--- config.mk ---
export PLATFORM = sky130hd
export DESIGN_NAME = rascan_bank
export DESIGN_NICKNAME = d
export VERILOG_FILES = /design/src/rtl/rascan_pkg.sv /design/src/rtl/rascan_rst_sync.sv /design/src/rtl/rascan_cell.sv /design/src/rtl/rascan_addr_dec.sv /design/src/rtl/rascan_read_mux.sv /design/src/rtl/rascan_bank.sv
export SDC_FILE = /design/constraint.sdc
export NUM_CORES = 1
export LEC_CHECK = 0
export BUFFER_PORTS_ARGS = -buffer_cell sky130_fd_sc_hd__buf_2
export CORE_UTILIZATION = 40
export CTS_BUF_LIST = sky130_fd_sc_hd__clkbuf_2 sky130_fd_sc_hd__clkbuf_4 sky130_fd_sc_hd__clkbuf_8
export DETAILED_ROUTE_END_ITERATION = 8
export PLACE_DENSITY = 0.71
export SLEW_MARGIN = 5
export SYNTH_ARGS = -nofsm -noshare
export SYNTH_HDL_FRONTEND = slang
export SYNTH_SLANG_ARGS = --single-unit
--- constraint.sdc ---
create_clock -name clk -period 3.71 [get_ports clk]
set_clock_uncertainty 0.2 [all_clocks]
set_input_delay 0.1855 -clock clk [delete_from_list [all_inputs] [get_ports clk]]
set_output_delay 0.1855 -clock clk [all_outputs]
set_load 0.02 [all_outputs]
--- src/rtl/rascan_pkg.sv ---
package rascan_pkg;

  typedef enum logic {
    MODE_FUNC = 1'b0,
    MODE_TEST = 1'b1
  } mode_e;

endpackage

--- src/rtl/rascan_rst_sync.sv ---
module rascan_rst_sync (
  input  logic clk,
  input  logic rst_n,
  output logic rst_sync_n
);

  logic [1:0] sync_q;
  logic [1:0] sync_d;

  always_comb begin
    sync_d = {sync_q[0], 1'b1};
  end

  always_ff @(posedge clk or negedge rst_n) begin
    if (!rst_n) sync_q <= 2'b00;
    else        sync_q <= sync_d;
  end

  assign rst_sync_n = sync_q[1];

endmodule

--- src/rtl/rascan_cell.sv ---
module rascan_cell
  import rascan_pkg::*;
(
  input  logic  clk,
  input  logic  rst_n,
  input  mode_e mode,
  input  logic  func_d,
  input  logic  wr_en,
  input  logic  scan_d,
  output logic  q
);

  logic q_next;

  always_comb begin
    q_next = q;
    if (mode == MODE_FUNC) begin
      q_next = func_d;
    end else if (wr_en) begin
      q_next = scan_d;
    end
  end

  always_ff @(posedge clk or negedge rst_n) begin
    if (!rst_n) q <= 1'b0;
    else        q <= q_next;
  end

  // functional load
  p_func_load_r2: assert property (@(posedge clk) disable iff (!rst_n)
    (mode == MODE_FUNC) |=> (q == $past(func_d)));

  // addressed write
  p_scan_write_r3: assert property (@(posedge clk) disable iff (!rst_n)
    (mode == MODE_TEST && wr_en) |=> (q == $past(scan_d)));

  // hold when not written in test mode
  p_test_hold_r4: assert property (@(posedge clk) disable iff (!rst_n)
    (mode == MODE_TEST && !wr_en) |=> $stable(q));

endmodule

--- src/rtl/rascan_addr_dec.sv ---
module rascan_addr_dec
  import rascan_pkg::*;
#(
  parameter int N  = 12,
  parameter int AW = 4
) (
  input  mode_e           mode,
  input  logic            strobe,
  input  logic [AW-1:0]   addr,
  output logic [N-1:0]    wr_vec
);

  logic access_ok;

  always_comb begin
    access_ok = (mode == MODE_TEST) && strobe;
  end

  for (genvar gi = 0; gi < N; gi++) begin : g_line
    always_comb begin
      wr_vec[gi] = access_ok && (int'(addr) == gi);
    end
  end

endmodule

--- src/rtl/rascan_read_mux.sv ---
module rascan_read_mux #(
  parameter int N  = 12,
  parameter int AW = 4
) (
  input  logic [N-1:0]  bits_i,
  input  logic [AW-1:0] addr,
  output logic          bit_o
);

  always_comb begin
    bit_o = 1'b0;
    for (int k = 0; k < N; k++) begin
      if (int'(addr) == k) bit_o = bits_i[k];
    end
  end

endmodule

--- src/rtl/rascan_bank.sv ---
module rascan_bank
  import rascan_pkg::*;
#(
  parameter int N  = 12,
  parameter int AW = (N > 1) ? $clog2(N) : 1
) (
  input  logic          clk,
  input  logic          rst_n,
  input  logic [N-1:0]  next_state,
  input  logic          test_mode,
  input  logic [AW-1:0] scan_addr,
  input  logic          scan_din,
  input  logic          scan_sel,
  output logic [N-1:0]  state_q,
  output logic          scan_out
);

  logic         rst_sync_n;
  mode_e        mode;
  logic [N-1:0] wr_vec;

  always_comb begin
    mode = test_mode ? MODE_TEST : MODE_FUNC;
  end

  rascan_rst_sync u_rst (
    .clk        (clk),
    .rst_n      (rst_n),
    .rst_sync_n (rst_sync_n)
  );

  rascan_addr_dec #(.N(N), .AW(AW)) u_dec (
    .mode   (mode),
    .strobe (scan_sel),
    .addr   (scan_addr),
    .wr_vec (wr_vec)
  );

  for (genvar gb = 0; gb < N; gb++) begin : g_bit
    rascan_cell u_cell (
      .clk    (clk),
      .rst_n  (rst_sync_n),
      .mode   (mode),
      .func_d (next_state[gb]),
      .wr_en  (wr_vec[gb]),
      .scan_d (scan_din),
      .q      (state_q[gb])
    );
  end

  rascan_read_mux #(.N(N), .AW(AW)) u_rd (
    .bits_i (state_q),
    .addr   (scan_addr),
    .bit_o  (scan_out)
  );

  // at most one flip-flop written per edge
  p_one_write_r3: assert property (@(posedge clk) disable iff (!rst_sync_n)
    $onehot0(wr_vec));

  // out-of-range address writes nothing
  p_oob_nowrite_r7: assert property (@(posedge clk) disable iff (!rst_sync_n)
    (int'(scan_addr) >= N) |-> (wr_vec == '0));

  // out-of-range address reads 0
  p_oob_read_r7: assert property (@(posedge clk) disable iff (!rst_sync_n)
    (int'(scan_addr) >= N) |-> (scan_out == 1'b0));

  // readback matches addressed bit
  p_readback_r6: assert property (@(posedge clk) disable iff (!rst_sync_n)
    (int'(scan_addr) < N) |-> (scan_out == state_q[scan_addr]));

  // strobe in functional mode leaves full load intact
  p_sel_ignored_r8: assert property (@(posedge clk) disable iff (!rst_sync_n)
    (!test_mode && scan_sel) |=> (state_q == $past(next_state)));

endmodule

* Word-level counts from Yosys, hierarchy flattened
Cells that the tools add are included.
** Word-level totals
- Input bits :: 21
- Output and inout port bits :: 13
- Bits in registers :: 14
- Logic and storage cells :: 87
** Operators by class
- Reductions and logical operators :: 14
- Muxes and demuxes :: 37
- Equality and inequality tests :: 23
** Operator list (number)
- 2-to-1 mux 1 bit :: 37
- equality test 4 bit, second input constant :: 8
- != test 2 x 1 -> 1 bit, second input constant :: 11
- logical AND 1 bit :: 13
- equality test 4 x 3 -> 1 bit, second input constant :: 2
- equality test 4 x 2 -> 1 bit, second input constant :: 1
- zero test 4 bit :: 1
- != test 2 bit, second input constant :: 1

* Depth between registers and ports, before layout
- Word-level depth :: 13
- Mapped depth :: 5
- Gate-level depth less buffers :: 3

* Cells and area by module
A second synthesis with hierarchy kept.
** Second synthesis, totals
- Cells, all modules :: 84
- Area total of the unflattened synthesis :: 808.3 µm²
** Modules (own cells, without submodules)
- rascan_cell :: instances 12, area each 43.8 µm², cells each 4, sequential area each 25.0 µm²
- rascan_read_mux :: instances 1, area each 135.1 µm², cells each 15, sequential area each 0.0 µm²
- rascan_addr_dec :: instances 1, area each 93.8 µm², cells each 18, sequential area each 0.0 µm²
- rascan_rst_sync :: instances 1, area each 53.8 µm², cells each 3, sequential area each 50.0 µm²

* Least setup slack after synthesis
Ideal clock, no wire load.
- Kind :: flip-flop to output port
- From :: register g_bit[9].u_cell.q
- To :: output scan_out
- Setup slack :: 2.023 ns
- Arrival time :: 1.302 ns
- Buffers on the path :: 0
- Required time :: 3.324 ns
- Stages on the path, launching flop included :: 4
- Cell sequence :: dfrtp_1 mux4_2 or2_1 a32o_1
** On the way
- Word-level cells in the longest chain between the ends :: 3
** RTL lines
- start, declared :: RTL line rascan_cell.sv:10 : output logic q
- start signal, assigned :: RTL line rascan_cell.sv:26 : else q <= q_next;
- 2-to-1 mux 1 bit (3 in series) :: RTL line rascan_read_mux.sv:13 : if (int'(addr) == k) bit_o = bits_i[k];
- end, declared :: RTL line rascan_bank.sv:15 : output logic scan_out
No other way between the ends.

* Final worst setup path
Ends and elaborated chain as after synthesis.

==> flow_summary.yaml <==
run_status:
  outcome: "finished with violations"
  violations: "negative hold slack"
synthesis:
  synthDistinctLibCells: 26
  yosys-top-cells-area: "dfrtp_1 (37%), buf_4 (9.6%), nand3_1 (7.5%)"
  synth_ff_type: "dfrtp_1"
  synth-compound-area-share_pct: 15.4
  ys_ff_latch: 14
  synth_common_cells: "dfrtp_1 (14), nand3_1 (14), buf_4 (12)"
  synth_top_family_by_area: "simple AND/OR/NAND/NOR gates"
  synth-simple-area-share_pct: 25.3
  syn-cell-area_um2: 935
  yosys.area_share.adder_pct: 0
  yosys.area.top_type: "dfrtp_1"
  synthXorXnorAreaFrac_pct: 0
  ys_seq_area_share_pct: 37.5
  synth_mux_area_share_pct: 7.36
  synth-edff-count: 0
  yosys.area.top_type_share_pct: 37.5
  netlist_instances: 101
  synthArstFlopShare_pct: 100
  syn_avg_cell_area_um2: 9.25
  yosysWarnings: 0
  synth_fp_nets: 122
clock_tree:
  cts_buffer_depth: 2
  cts_made_buffers: 3
  path_clk_slew_ns: 0.09
  tritoncts: "yes"
  clockRootBuffer: "clkbuf_4"
  cts_sinks: 14
  post_cts_resized: 0
  clkLatencyLatePin_ns: 0.28
  htreeDepth: 1
critical_path:
  worstPathRequired_ns: 3.32
  crit_fanout: 3
  r2r_start: "g_bit[7].u_cell.q"
  cp_slowest_cell: "mux4_2"
  startpoint: "g_bit[9].u_cell.q"
  crit_type: "reg2out"
  crit_family: "multiplexers"
  arrival_ns: 1.70
  crit_buf_inv: 1
  ff2ff_setup_slack_ns: 2.24
  path_cells: "mux4_2 -> or2_1 -> a32o_1 -> buf_2"
  r2r_end: "g_bit[7].u_cell.q"
  worst-r2r-cell-count: 3
  endpoint_kind: "primary output"
  slowest_delay_ns: 0.45
  startpoint_type: "flop"
power_and_ir_drop:
  p_leak_nw: 0.537
  ir_worst_vdd_mv: 0.209
  seqPwrFrac_pct: 45.2
  p_total_uw: 393
  intPower_uw: 275
  clkPwrFrac_pct: 28.1
  power_density_nw_per_um2: 330
  p_sw_share_pct: 30.0
  combPwrFrac_pct: 26.8
  power.switching_uw: 118
placed_design:
  portBuffers: 33
  gp_congestion: 0.869
  place_area_um2: 1010
  dp_slack_ns: 1.81
  dp_hpwl_um: 1550
route:
  postRouteAntennaNets: 0
  dr_total_vias: 892
  viasPerCell: 5.51
  firstDrtPassIters: 4
  drc: 0
  routedWlPerCell_um: 13.3
  dr.first_iter.drc_count: 19
  routed_wl_um: 2160
global_routing:
  grt_pass1_wl_um: 3610
  grt-ovfl-total: 0
  grt_usage_pct: 19.2
  antenna_found_initial: 0
  grt_max_degree: 26
  grt_pass1_vias: 793
timing:
  max_freq_mhz: 479
  finalMaxSlewViolations: 0
  min_period_ns: 2.09
  setup_tns_ns: 0
  rsz0062_at_grt: "no"
  hold_violations: 1
  slew_headroom_pct: 66.6
  hold_slack_ns: -0.00391
  fin_ws_ns: 1.62
  tightest_slew_ns: 0.501
  period_share_pct: 56.3
  finalSetupViolCount: 0
cells_and_area:
  post-route-util_pct: 53.8
  num_antenna_cells: 0
  drive_above_1_share_pct: 28.4
  final_cell_area_um2: 1190
  final_nets: 156
  area_growth_pct: 27.4
  fillers: 216
die:
  die_y_um: 50.3
  coreArea_um2: 2210
  io_pins: 34
  initial_utilization_pct: 42.3
  die_area_um2: 2530
  die_x_um: 50.3
  row_count: 17
run:
  maxCapViolCount: 0
min_path:
  hold_path.class: "reg2async"
sequential cells by signal, indices dropped and copies added, names as in the netlist:
signal and cells:
g_bit.u_cell.q 12, u_rst.sync_q 2
cell families after synthesis:
kind of cell	count (synthesis)
simple gates	42
buf+inv	21
flops	14
other cells	1
mux	4
compound gates	19
per-layer routing:
metal | global-route usage (%) | routed length, um | part of all wire (%)
met2 | 31.1 | 1080 | 50
met3 | 5.76 | 159 | 7.4
met5 | 0 | 0 | 0
met1 | 24.9 | 906 | 42
met4 | 5.09 | 13 | 0.60
power groups by stage:
stage	logic, mW	registers (mW)	clock network [mW]
floorplan	0.0779	0.177	0
global placement	0.0915	0.180	0
detailed placement	0.0922	0.181	0
CTS	0.105	0.177	0.114
global route	0.114	0.181	0.121
finish	0.105	0.177	0.110
stage by stage:
stage          std cells  hold slack [ns]
2_1_floorplan        101           -0.310
3_3_place_gp         144           -0.229
3_5_place_dp         144           -0.224
4_1_cts              162          0.00491
5_1_grt              162          0.00239
6_report             162         -0.00391
worst max path at each step:
stage	endpoint	slack (ns)	depth (start not counted)
2_1_floorplan	scan_out	2.02	3
3_3_place_gp	scan_out	1.81	5
3_5_place_dp	scan_out	1.81	5
4_1_cts	scan_out	1.61	4
5_1_grt	scan_out	1.55	4
6_report	scan_out	1.62	4
cell usage in the layout, fill, tap and decap left out, types with 2 or more instances in the layout:
| master | n |
|---|---|
| mux2i_1 | 2 |
| buf_2 | 33 |
| dlygate4sd3_1 | 14 |
| o211ai_1 | 7 |
| o221ai_1 | 3 |
| o21ai_0 | 2 |
| nor2_1 | 4 |
| nand4_1 | 2 |
| nand2_1 | 2 |
| clkbuf_4 | 3 |
| a31oi_1 | 3 |
| inv_1 | 3 |
| nand3b_1 | 3 |
| nand3_1 | 14 |
| nor2b_1 | 4 |
| o311ai_0 | 3 |
| dfrtp_1 | 14 |
| nand2b_1 | 9 |
what timing repair did:
action	4_1_cts	5_1_grt
buffers inserted	0	0
hold buffers	14	0
endpoints found under the hold margin	13	0
cell type report:
cell class / instances / area [um^2] / share of cell area, %
clock buffers: 4 / 36.3 / 3.05
inverters: 3 / 11.3 / 0.945
multi-input cells: 66 / 453 / 38.0
flip-flops and latches: 14 / 350 / 29.4
well taps: 28 / 35.0 / 2.94
repair buffers: 47 / 305 / 25.6
No activity file was read; power rests on OpenSTA's default activity.
